File: src/rtl/cc_pkg.sv
package cc_pkg;

    typedef enum logic [2:0] {
        OP_ADD = 3'd0,
        OP_SUB = 3'd1,
        OP_AND = 3'd2,
        OP_CMP = 3'd3,
        OP_TST = 3'd4,
        OP_RS5 = 3'd5,
        OP_RS6 = 3'd6,
        OP_RS7 = 3'd7
    } alu_op_e;

    typedef enum logic [3:0] {
        CC_ZSET  = 4'd0,
        CC_ZCLR  = 4'd1,
        CC_CSET  = 4'd2,
        CC_CCLR  = 4'd3,
        CC_SCLR  = 4'd4,
        CC_SSET  = 4'd5,
        CC_VSET  = 4'd6,
        CC_VCLR  = 4'd7,
        CC_UGT   = 4'd8,
        CC_UGE   = 4'd9,
        CC_ULT   = 4'd10,
        CC_ULE   = 4'd11,
        CC_SGT   = 4'd12,
        CC_SGE   = 4'd13,
        CC_SLT   = 4'd14,
        CC_SLE   = 4'd15
    } cond_e;

    typedef struct packed {
        logic v;
        logic z;
        logic s;
        logic c;
    } flags_t;

    typedef enum logic [1:0] {
        K_ARITH = 2'd0,
        K_LOGIC = 2'd1,
        K_NONE  = 2'd2
    } op_kind_e;

    // Classify an operation: which unit produces flags, whether result is written.
    function automatic op_kind_e kind_of(alu_op_e op);
        case (op)
            OP_ADD, OP_SUB, OP_CMP: kind_of = K_ARITH;
            OP_AND, OP_TST:         kind_of = K_LOGIC;
            default:                kind_of = K_NONE;
        endcase
    endfunction

    function automatic logic writes_result(alu_op_e op);
        writes_result = (op == OP_ADD) || (op == OP_SUB) || (op == OP_AND);
    endfunction

    function automatic logic is_subtract(alu_op_e op);
        is_subtract = (op == OP_SUB) || (op == OP_CMP);
    endfunction

endpackage

File: src/rtl/cc_carry_chain.sv
module cc_carry_chain #(
    parameter int W = 8
) (
    input  logic [W-1:0] a,
    input  logic [W-1:0] b,
    input  logic         cin,
    output logic [W-1:0] sum,
    output logic         carry_into_msb,
    output logic         carry_out
);
    logic [W:0] cy;

    assign cy[0] = cin;

    for (genvar i = 0; i < W; i++) begin : g_bit
        assign sum[i]  = a[i] ^ b[i] ^ cy[i];
        assign cy[i+1] = (a[i] & b[i]) | (cy[i] & (a[i] ^ b[i]));
    end

    assign carry_into_msb = cy[W-1];
    assign carry_out      = cy[W];
endmodule

File: src/rtl/cc_flag_gen.sv
module cc_flag_gen
    import cc_pkg::*;
#(
    parameter int W = 8
) (
    input  alu_op_e         op,
    input  logic [W-1:0]    a,
    input  logic [W-1:0]    b,
    output logic [W-1:0]    value,
    output flags_t          flags,
    output logic            upd_flags,
    output logic            upd_result
);
    localparam int MSB = W - 1;

    logic [W-1:0] b_eff;
    logic         cin;
    logic [W-1:0] arith_sum;
    logic         c_msb_in;
    logic         c_out;
    logic [W-1:0] logic_val;
    op_kind_e     kind;

    assign kind  = kind_of(op);
    assign cin   = is_subtract(op);
    assign b_eff = cin ? ~b : b;

    cc_carry_chain #(.W(W)) u_chain (
        .a              (a),
        .b              (b_eff),
        .cin            (cin),
        .sum            (arith_sum),
        .carry_into_msb (c_msb_in),
        .carry_out      (c_out)
    );

    assign logic_val = a & b;

    always_comb begin
        value = '0;
        flags = '0;
        case (kind)
            K_ARITH: begin
                value   = arith_sum;
                flags.c = c_out;
                flags.v = c_msb_in ^ c_out;
            end
            K_LOGIC: begin
                value   = logic_val;
                flags.c = 1'b0;
                flags.v = 1'b0;
            end
            default: begin
                value = '0;
            end
        endcase
        flags.s = value[MSB];
        flags.z = (value == '0);
    end

    assign upd_flags  = (kind != K_NONE);
    assign upd_result = writes_result(op);
endmodule

File: src/rtl/cc_cond_eval.sv
module cc_cond_eval
    import cc_pkg::*;
(
    input  flags_t     f,
    input  logic [3:0] cond,
    output logic       taken
);
    logic lt_signed;

    assign lt_signed = f.s ^ f.v;

    always_comb begin
        case (cond_e'(cond))
            CC_ZSET: taken = f.z;
            CC_ZCLR: taken = ~f.z;
            CC_CSET: taken = f.c;
            CC_CCLR: taken = ~f.c;
            CC_SCLR: taken = ~f.s;
            CC_SSET: taken = f.s;
            CC_VSET: taken = f.v;
            CC_VCLR: taken = ~f.v;
            CC_UGT:  taken = f.c & ~f.z;
            CC_UGE:  taken = f.c;
            CC_ULT:  taken = ~f.c;
            CC_ULE:  taken = ~f.c | f.z;
            CC_SGT:  taken = ~lt_signed & ~f.z;
            CC_SGE:  taken = ~lt_signed;
            CC_SLT:  taken = lt_signed;
            CC_SLE:  taken = lt_signed | f.z;
            default: taken = 1'b0;
        endcase
    end
endmodule

File: src/rtl/cc_alu_unit.sv
module cc_alu_unit
    import cc_pkg::*;
#(
    parameter int DATA_W = 8
) (
    input  logic              clk,
    input  logic              rst,
    input  logic              op_valid,
    input  logic [2:0]        op_code,
    input  logic [DATA_W-1:0] opnd_a,
    input  logic [DATA_W-1:0] opnd_b,
    input  logic [3:0]        br_cond,
    output logic [DATA_W-1:0] result,
    output logic              flag_c,
    output logic              flag_s,
    output logic              flag_z,
    output logic              flag_v,
    output logic              br_taken
);
    alu_op_e           op;
    logic [DATA_W-1:0] value;
    flags_t            nxt_flags;
    flags_t            flags_q;
    logic              upd_flags;
    logic              upd_result;
    logic [DATA_W-1:0] result_q;

    assign op = alu_op_e'(op_code);

    cc_flag_gen #(.W(DATA_W)) u_gen (
        .op         (op),
        .a          (opnd_a),
        .b          (opnd_b),
        .value      (value),
        .flags      (nxt_flags),
        .upd_flags  (upd_flags),
        .upd_result (upd_result)
    );

    always_ff @(posedge clk) begin
        if (rst) begin
            flags_q  <= '0;
            result_q <= '0;
        end else if (op_valid) begin
            if (upd_flags)  flags_q  <= nxt_flags;
            if (upd_result) result_q <= value;
        end
    end

    cc_cond_eval u_cond (
        .f     (flags_q),
        .cond  (br_cond),
        .taken (br_taken)
    );

    assign result = result_q;
    assign flag_c = flags_q.c;
    assign flag_s = flags_q.s;
    assign flag_z = flags_q.z;
    assign flag_v = flags_q.v;
endmodule

File: config.mk
export PLATFORM = sky130hd
export DESIGN_NAME = cc_alu_unit
export DESIGN_NICKNAME = d
export VERILOG_FILES = /design/src/rtl/cc_pkg.sv /design/src/rtl/cc_carry_chain.sv /design/src/rtl/cc_flag_gen.sv /design/src/rtl/cc_cond_eval.sv /design/src/rtl/cc_alu_unit.sv
export SDC_FILE = /design/constraint.sdc
export NUM_CORES = 1
export LEC_CHECK = 0
export BUFFER_PORTS_ARGS = -buffer_cell sky130_fd_sc_hd__buf_2
export CAP_MARGIN = 10
export CORE_MARGIN = 1
export CORE_UTILIZATION = 40
export CTS_BUF_LIST = sky130_fd_sc_hd__clkbuf_2 sky130_fd_sc_hd__clkbuf_4 sky130_fd_sc_hd__clkbuf_8
export DETAILED_ROUTE_END_ITERATION = 16
export HOLD_SLACK_MARGIN = 0.05
export PLACE_DENSITY = 0.8
export SYNTH_ARGS = -nofsm -noshare
export SYNTH_HDL_FRONTEND = slang
export SYNTH_SLANG_ARGS = --single-unit
File: constraint.sdc
create_clock -name clk -period 4.6 [get_ports clk]
set_input_delay 0.69 -clock clk [delete_from_list [all_inputs] [get_ports clk]]
set_output_delay 0.69 -clock clk [all_outputs]
set_load 0.005 [all_outputs]
==> flow_metrics.tcl, run 1 <==
set metrics [dict create \
    synthArstFlopShare 0 \
    routedWlPerCell_um 12.2 \
    path_max_fanout 5 \
    cap_viol_max_count 0 \
    final_antenna_net_count 0 \
    hpwl_um 1890 \
    hold_slack_ns 0.473 \
    synth-edff-count 0 \
    clockRootBuffer "clkbuf_4" \
    powerDensity_nw_per_um2 257 \
    hold_buffers 0 \
    tightest_slew_ns 0.527 \
    yosysTopAreaCell "dfxtp_1" \
    cp_common_cell "fa_1" \
    setup_viol 0 \
    place_congestion 0.794 \
    worstPathRequired_ns 4.80 \
    cts_made_buffers 3 \
    cts_repair_resize_count 0 \
    wirelength_um 2220 \
    row_count 17 \
    critPathSlowestCell "or4_1" \
    synth_top_area_frac 0.253 \
    hp-class "flip-flop to flip-flop" \
    antenna_found_initial 0 \
    dp_cells 178 \
    cts_tree "yes" \
    rsz0062_at_grt "false" \
    track_usage 0.191 \
    period_share 0.949 \
    cts_max_level 1 \
    core-area_um2 2230 \
    clock_path_buffers 2 \
    post-route-util 0.540 \
    ys_warn_count 0 \
    path_class "input pin to flip-flop" \
    setup_ws_ns 0.235 \
    first_global_vias 911 \
    viasPerCell 5.27 \
    synth-main-ff-cell "dfxtp_1" \
    grt_pass1_wl_um 3780 \
    die_w_um 50.8 \
    syn2layout_area_growth_pct 26.8 \
    antenna_cells 0 \
    synth_area_um2 951 \
    cts_sinks 12 \
    synth.top_cells.by_area "dfxtp_1 (25%), fa_1 (15%), a211oi_1 (7.9%)" \
    syn_inst 115 \
    crit_arrival_ns 4.56 \
    grt_overflow 0 \
    period_needed_ns 4.36 \
    timing.slew.headroom 0.648 \
    clock_latency_ns 0.26 \
    multi_input_area_um2 644 \
    seqCellArea_um2 240 \
    synth.avg_cell_area_um2 8.27 \
    drive_gt1_frac 0.292 \
    status "finished, final reports clean" \
    start_util 0.426 \
    clk_pin_slew_ns 0.07 \
    dieArea_um2 2580 \
    cp-start-kind "input pin" \
    synth_cell_types 25 \
    num_vias 959 \
    synth_nets 149 \
    io_pins 39 \
    finClkSkew_ns 0 \
    seq_area_frac_synth 0.253 \
    p_leak_nw 0.548 \
    fill_cells 227 \
    stdcell_count 182 \
    nNetsFinal 189 \
    die_y_um 50.8 \
    max_freq_mhz 229 \
    hold_violations 0 \
    critPathMaxStageDelay_ns 0.51 \
    grt_max_degree 17 \
    drtIter0Drc 12 \
    drv_slew 0 \
    postCtsSetupBuffers 0 \
    path_cells "buf_2 > nand2b_1 > xnor2_1 > fa_1 > fa_1 > fa_1 > inv_1 > fa_1 > fa_1 > inv_1 > fa_1 > fa_1 > nor2_1 > a21oi_1 > or4_1 > a21oi_1" \
    drc 0 \
    dp_slack_ns -0.0202 \
    worstSetupEndpointType "flip-flop" \
    portBuffers 38 \
    ys_ff_latch 12 \
    firstDrtPassIters 4 \
    peakVddDrop_mv 0.101 \
]
per-layer routing:
layer  up-vias  part of all wire  wire, um  global-route usage
li1        484                 -         -                   -
met1       437              0.45       988               0.223
met2        36              0.49      1100               0.353
met3         2             0.053       118              0.0212
met4         0            0.0054        12              0.0694
met5         -                 0         0                   0
cell families (layout without fill, tap and decap cells):
| kind of cell | after synthesis | in the layout | share of synthesized area |
|---|---|---|---|
| muxes | 2 | 2 | 0.0211 |
| DFF | 12 | 12 | 0.253 |
| adders and majority gates | 8 | 8 | 0.161 |
| AOI/OAI and AO/OA | 33 | 33 | 0.246 |
| buffers and inverters | 17 | 56 | 0.0697 |
| and+or+nand+nor | 31 | 31 | 0.139 |
| xor gates and xnor gates | 12 | 12 | 0.111 |
cell type report:
class                   instances  share of cell area
repair buffers                 40               0.170
well taps                      28              0.0290
clock buffers                   4              0.0301
inverters                      12              0.0373
multi-input cells              86               0.534
flip-flops and latches         12               0.199
registers in the layout (all words and copies together) (netlist names):
name,cells
flag_v,1
flag_z,1
flag_c,1
flag_s,1
result,8
cells in the final DEF, fill, tap and decap left out, types with 2 or more instances in the layout:
master,instances
nor2_1,15
fa_1,7
dfxtp_1,12
nand3_1,2
xnor2_1,8
a32oi_1,6
o21ai_0,4
a221oi_1,2
buf_2,38
clkbuf_4,3
a21oi_1,7
xor2_1,4
inv_1,12
buf_4,2
mux2i_1,2
a211oi_1,10
and2_1,2
nand2_1,9
worst paths after layout:
check | startpoint | end | slack (ns) | cells past startpoint
max reg2reg | flag_s | flag_s | 3.89 | 2
min | flag_c | flag_c | 0.47 | 2
min reg2reg | flag_c | flag_c | 0.47 | 2
max | op_code[2] | flag_z | 0.24 | 16
power by group:
part / internal [W] / total [W] / leakage, nW / switching [W]
logic: 0.0000508 / 0.000113 / 0.429 / 0.0000617
clock network: 0.0000480 / 0.0000823 / 0.0210 / 0.0000342
registers: 0.000110 / 0.000115 / 0.0983 / 0.00000438
total: 0.000209 / 0.000310 / 0.548 / 0.000100
synthesized netlist by cell type (all sizes together) (2+ instances only):
cell and count:
a211oi 10, a21oi 8, a221oi 2, a32oi 6, and2 2, buf 2, clkbuf 3, dfxtp 12
fa 7, inv 12, mux2i 2, nand2 9, nand3 2, nor2 15, o21ai 4, xnor2 8
xor2 4
metrics by stage:
step           power [W]  instance area [um^2]  TNS, ns
6_report        0.000310                  1210        0
2_1_floorplan   0.000188                   951        0
3_3_place_gp    0.000223                  1170        0
4_1_cts         0.000310                  1210        0
3_5_place_dp    0.000229                  1170  -0.0202
5_1_grt         0.000332                  1210        0
worst max-delay path: cells and delay by family:
kind            cells  cell delay [ns]
fa+ha+maj           7             2.43
simple gates        3             0.81
buf+inv             3             0.26
compound gates      2             0.22
xor+xnor            1             0.17
(Power assumes the default switching activity.)
==> run 2, diff against run 1 <==
CORE_UTILIZATION = 44   (was 40)
PLACE_DENSITY = 0.86   (was 0.8)
==> run 2 against run 1 <==
Die area down 8.7%. Maximum frequency down 1.2%. Wire length up 7.7%. Power about the same. Clock skew unchanged. Clock power down 4.6%. Non-clock buffer count unchanged. Sequential cell count unchanged. Via count up 7.2%. First-iteration DRC count up 140%. Design area up 0.10%. Critical path type unchanged. Critical endpoint unchanged.
==> flow_metrics.tcl, run 2 (synthesis gave the netlist of run 1 again) <==
set metrics [dict create \
    clock_latency_ns 0.25 \
    multi_input_area_um2 647 \
    period_share 0.960 \
    drv_slew 0 \
    rsz0062_at_grt "false" \
    stdcell_count 181 \
    drive_gt1_frac 0.299 \
    max_freq_mhz 226 \
    power_frac_seq 0.371 \
    die_w_um 48.5 \
    worstPathRequired_ns 4.79 \
    die_y_um 48.5 \
    layout_commonest_cell "buf_2" \
    hold_slack_ns 0.473 \
    nNetsFinal 189 \
    drc 0 \
    cp-start-kind "input pin" \
    comb_power_share 0.376 \
    seqCellArea_um2 240 \
    path_max_fanout 5 \
    power.internal_w 0.000210 \
    first_global_vias 998 \
    routedWlPerCell_um 13.2 \
    syn2layout_area_growth_pct 27.0 \
    dp_cells 177 \
    finClkSkew_ns 0 \
    viasPerCell 5.68 \
    io_pins 39 \
    num_vias 1028 \
    clock_path_buffers 2 \
    largest_register_ffs 8 \
    place_congestion 0.792 \
    cap_viol_max_count 0 \
    hp-class "flip-flop to flip-flop" \
    clk_pin_slew_ns 0.07 \
    core-area_um2 2000 \
    grt_pass1_wl_um 4060 \
    antenna_found_initial 0 \
    grt_max_degree 17 \
    path_class "input pin to flip-flop" \
    crit_arrival_ns 4.61 \
    fill_cells 188 \
    tightest_slew_ns 0.570 \
    p_leak_nw 0.547 \
    period_needed_ns 4.42 \
    wirelength_um 2390 \
    timing.slew.headroom 0.620 \
    status "finished, final reports clean" \
    p_clk_frac 0.254 \
    dieArea_um2 2350 \
    grt_overflow 0 \
    postCtsSetupBuffers 0 \
    firstDrtPassIters 4 \
    switching_share 0.321 \
    row_count 16 \
    portBuffers 38 \
    worstSetupEndpointType "flip-flop" \
    final_antenna_net_count 0 \
    hold_buffers 0 \
    track_usage 0.218 \
    powerDensity_nw_per_um2 256 \
    antenna_cells 0 \
    peakVddDrop_mv 0.120 \
    final_cell_mix "buf_2 (38), nor2_1 (15), inv_1 (12), dfxtp_1 (12), a211oi_1 (10)" \
    setup_viol 0 \
    cts_sinks 12 \
    start_util 0.475 \
    hold_violations 0 \
    drtIter0Drc 29 \
    cts_tree "yes" \
    clockRootBuffer "clkbuf_4" \
    cts_made_buffers 3 \
    p_sw_w 0.0000994 \
    cts_max_level 1 \
    hpwl_um 2020 \
]
-- run 2: cell count changes in the layout (fill, tap and decap cells not counted) --
cell  before  now
fa_2       0    1
fa_1       7    6
-- run 2: final timing paths --
check	cells after the start	slack, ns	startpoint	endpoint
setup / recovery	16	0.18	op_code[2]	flag_z
hold / removal	2	0.47	flag_c	flag_c
hold reg to reg	2	0.47	flag_c	flag_c
setup reg to reg	2	3.87	flag_s	flag_s
-- run 2: stage by stage --
| step | setup TNS, ns | setup WS (ns) | utilization | cell area [um^2] | power [W] |
|---|---|---|---|---|---|
| global placement | 0 | 0.0873 | 0.584 | 1170 | 0.000223 |
| finish | 0 | 0.184 | 0.603 | 1210 | 0.000310 |
| CTS | 0 | 0.145 | 0.602 | 1200 | 0.000310 |
| global route | 0 | 0.0279 | 0.603 | 1210 | 0.000331 |
| floorplan | 0 | 0.0932 | - | 951 | 0.000188 |
| detailed placement | -0.110 | -0.110 | 0.584 | 1170 | 0.000231 |
-- run 2: power by group through the flow --
| stage | sequential (W) | combinational, W | clock (W) |
|---|---|---|---|
| 2_1_floorplan | 0.000117 | 0.0000702 | 0 |
| 3_3_place_gp | 0.000117 | 0.000106 | 0 |
| 3_5_place_dp | 0.000117 | 0.000114 | 0 |
| 4_1_cts | 0.000115 | 0.000114 | 0.0000803 |
| 5_1_grt | 0.000116 | 0.000131 | 0.0000840 |
| 6_report | 0.000115 | 0.000116 | 0.0000785 |
-- run 2: worst max-delay path, cell delays in order --
cell	delay (ns)
buf_2	0.13
nand2b_1	0.20
xnor2_1	0.17
fa_1	0.43
fa_1	0.40
fa_1	0.37
inv_1	0.07
fa_1	0.21
fa_1	0.19
inv_1	0.05
fa_2	0.36
fa_1	0.47
nor2_1	0.12
a21oi_1	0.07
or4_1	0.52
a21oi_1	0.14
-- run 2: what timing repair did --
action,in CTS,in global routing
hold endpoints to repair,0,0
endpoints found under the setup margin,0,1
gates resized for setup,0,1
-- run 2: routing by layer --
| metal | routed length (um) | vias up | global-route usage |
|---|---|---|---|
| met5 | 0 | - | 0 |
| met4 | 85 | 0 | 0.123 |
| met1 | 952 | 482 | 0.225 |
| li1 | - | 488 | - |
| met2 | 1220 | 48 | 0.418 |
| met3 | 133 | 10 | 0.0283 |
-- run 2: cell type report --
type | instances | area share
clock buffers | 4 | 0.0301
multi-input cells | 86 | 0.536
repair buffers | 40 | 0.170
well taps | 27 | 0.0280
flip-flops and latches | 12 | 0.199
inverters | 12 | 0.0373
==> run 3, diff against run 2 <==
MAX_ROUTING_LAYER = met4   (was not set)
==> run 3 against run 2 <==
Non-clock buffer count unchanged. Clock power about the same. Critical path depth unchanged. Sequential power about the same. Wire length up 0.75%. Design area unchanged.
==> flow_metrics.tcl, run 3 (synthesis gave the netlist of run 1 again) <==
set metrics [dict create \
    status "finished, final reports clean" \
    row_count 16 \
    first_global_vias 995 \
    final_antenna_net_count 0 \
    dieArea_um2 2350 \
    period_share 0.959 \
    setup_viol 0 \
    worstSetupEndpointType "flip-flop" \
    total_power_w 0.000309 \
    path_class "input pin to flip-flop" \
    drc 0 \
    path_cells "buf_2 > nand2b_1 > xnor2_1 > fa_1 > fa_1 > fa_1 > inv_1 > fa_1 > fa_1 > inv_1 > fa_2 > fa_1 > nor2_1 > a21oi_1 > or4_1 > a21oi_1" \
    cts_tree "yes" \
    place_congestion 0.804 \
    drtIter0Drc 31 \
    cts_max_level 1 \
    dp_cells 177 \
    critPathSlowestCell "or4_1" \
    cap_viol_max_count 0 \
    antenna_found_initial 0 \
    clock_latency_ns 0.25 \
    rsz0062_at_grt "false" \
    path_max_fanout 5 \
    grt_overflow 0 \
    tns_ns 0 \
    drive_gt1_frac 0.299 \
    routedWlPerCell_um 13.3 \
    hpwl_um 2020 \
    setup_ws_ns 0.187 \
    peakVddDrop_mv 0.119 \
    tightest_slew_ns 0.577 \
    syn2layout_area_growth_pct 27.0 \
    viasPerCell 5.65 \
    fill_cells 188 \
    hold_violations 0 \
    track_usage 0.225 \
    dp_slack_ns -0.110 \
    finClkSkew_ns 0 \
    postCtsSetupBuffers 0 \
    core-area_um2 2000 \
    die_y_um 48.5 \
    clk_pin_slew_ns 0.07 \
    cp_common_cell "fa_1" \
    period_needed_ns 4.41 \
    critPathMaxStageDelay_ns 0.52 \
    max_freq_mhz 227 \
    p_leak_nw 0.547 \
    clock_path_buffers 2 \
    nNetsFinal 189 \
    cts_made_buffers 3 \
    num_vias 1022 \
    multi_input_area_um2 647 \
    cp-start-kind "input pin" \
    start_util 0.475 \
    wirelength_um 2410 \
    cts_sinks 12 \
    largest_register_ffs 8 \
    io_pins 39 \
    clockRootBuffer "clkbuf_4" \
    crit_arrival_ns 4.61 \
    worstPathRequired_ns 4.79 \
    antenna_cells 0 \
    layout_commonest_cell "buf_2" \
    grt_pass1_wl_um 4070 \
    powerDensity_nw_per_um2 256 \
    seqCellArea_um2 240 \
    portBuffers 38 \
    stdcell_count 181 \
    timing.slew.headroom 0.615 \
    die_w_um 48.5 \
    grt_max_degree 17 \
    final_cell_mix "buf_2 (38), nor2_1 (15), inv_1 (12), dfxtp_1 (12), a211oi_1 (10)" \
    hp-class "flip-flop to flip-flop" \
    firstDrtPassIters 4 \
    drv_slew 0 \
]
[run 3: cell counts in the layout (fill, tap and decap cells not counted)]
No cell type changed its count.
[run 3: repair_timing]
item                                    CTS  global route
endpoints found under the setup margin    0             1
hold buffers                              0             0
gates resized for setup                   0             1
[run 3: path summary, 6_finish.rpt]
check / start / to / cells after the start / slack, ns
max reg2reg: flag_s / flag_s / 2 / 3.86
min reg2reg: flag_c / flag_c / 2 / 0.47
min: flag_c / flag_c / 2 / 0.47
max: op_code[2] / flag_z / 16 / 0.19
[run 3: layout make-up]
cell class                      count  share of cell area
Tap cell                           27              0.0280
Clock buffer                        4              0.0301
Multi-Input combinational cell     86               0.536
Sequential cell                    12               0.199
Inverter                           12              0.0373
Timing Repair Buffer               40               0.170
[run 3: where the power goes]
part           switching (W)  leakage [nW]  internal, W  total (W)
sequential        0.00000434        0.0983     0.000110   0.000115
clock              0.0000303        0.0210    0.0000480  0.0000783
combinational      0.0000644         0.428    0.0000518   0.000116
total              0.0000990         0.547     0.000210   0.000309
[run 3: per-stage QoR]
stage	hold slack [ns]	util	instance area, um^2
6_report	0.472	0.603	1210
5_1_grt	0.495	0.603	1210
4_1_cts	0.477	0.602	1200
3_5_place_dp	0.467	0.584	1170
3_3_place_gp	0.459	0.584	1170
2_1_floorplan	0.461	-	951
[run 3: metal layers]
layer	track usage	part of all wire	vias up
met3	0.0283	0.059	6
li1	-	-	489
met1	0.227	0.41	478
met2	0.423	0.51	49
met4	0.113	0.021	0
met5	-	0	-
[run 3: critical path: cells and delay by family]
family	cells	cell delay (ns)
fa+ha+maj	7	2.43
buf+inv	3	0.25
compound gates	2	0.21
simple gates	3	0.83
xor+xnor	1	0.17
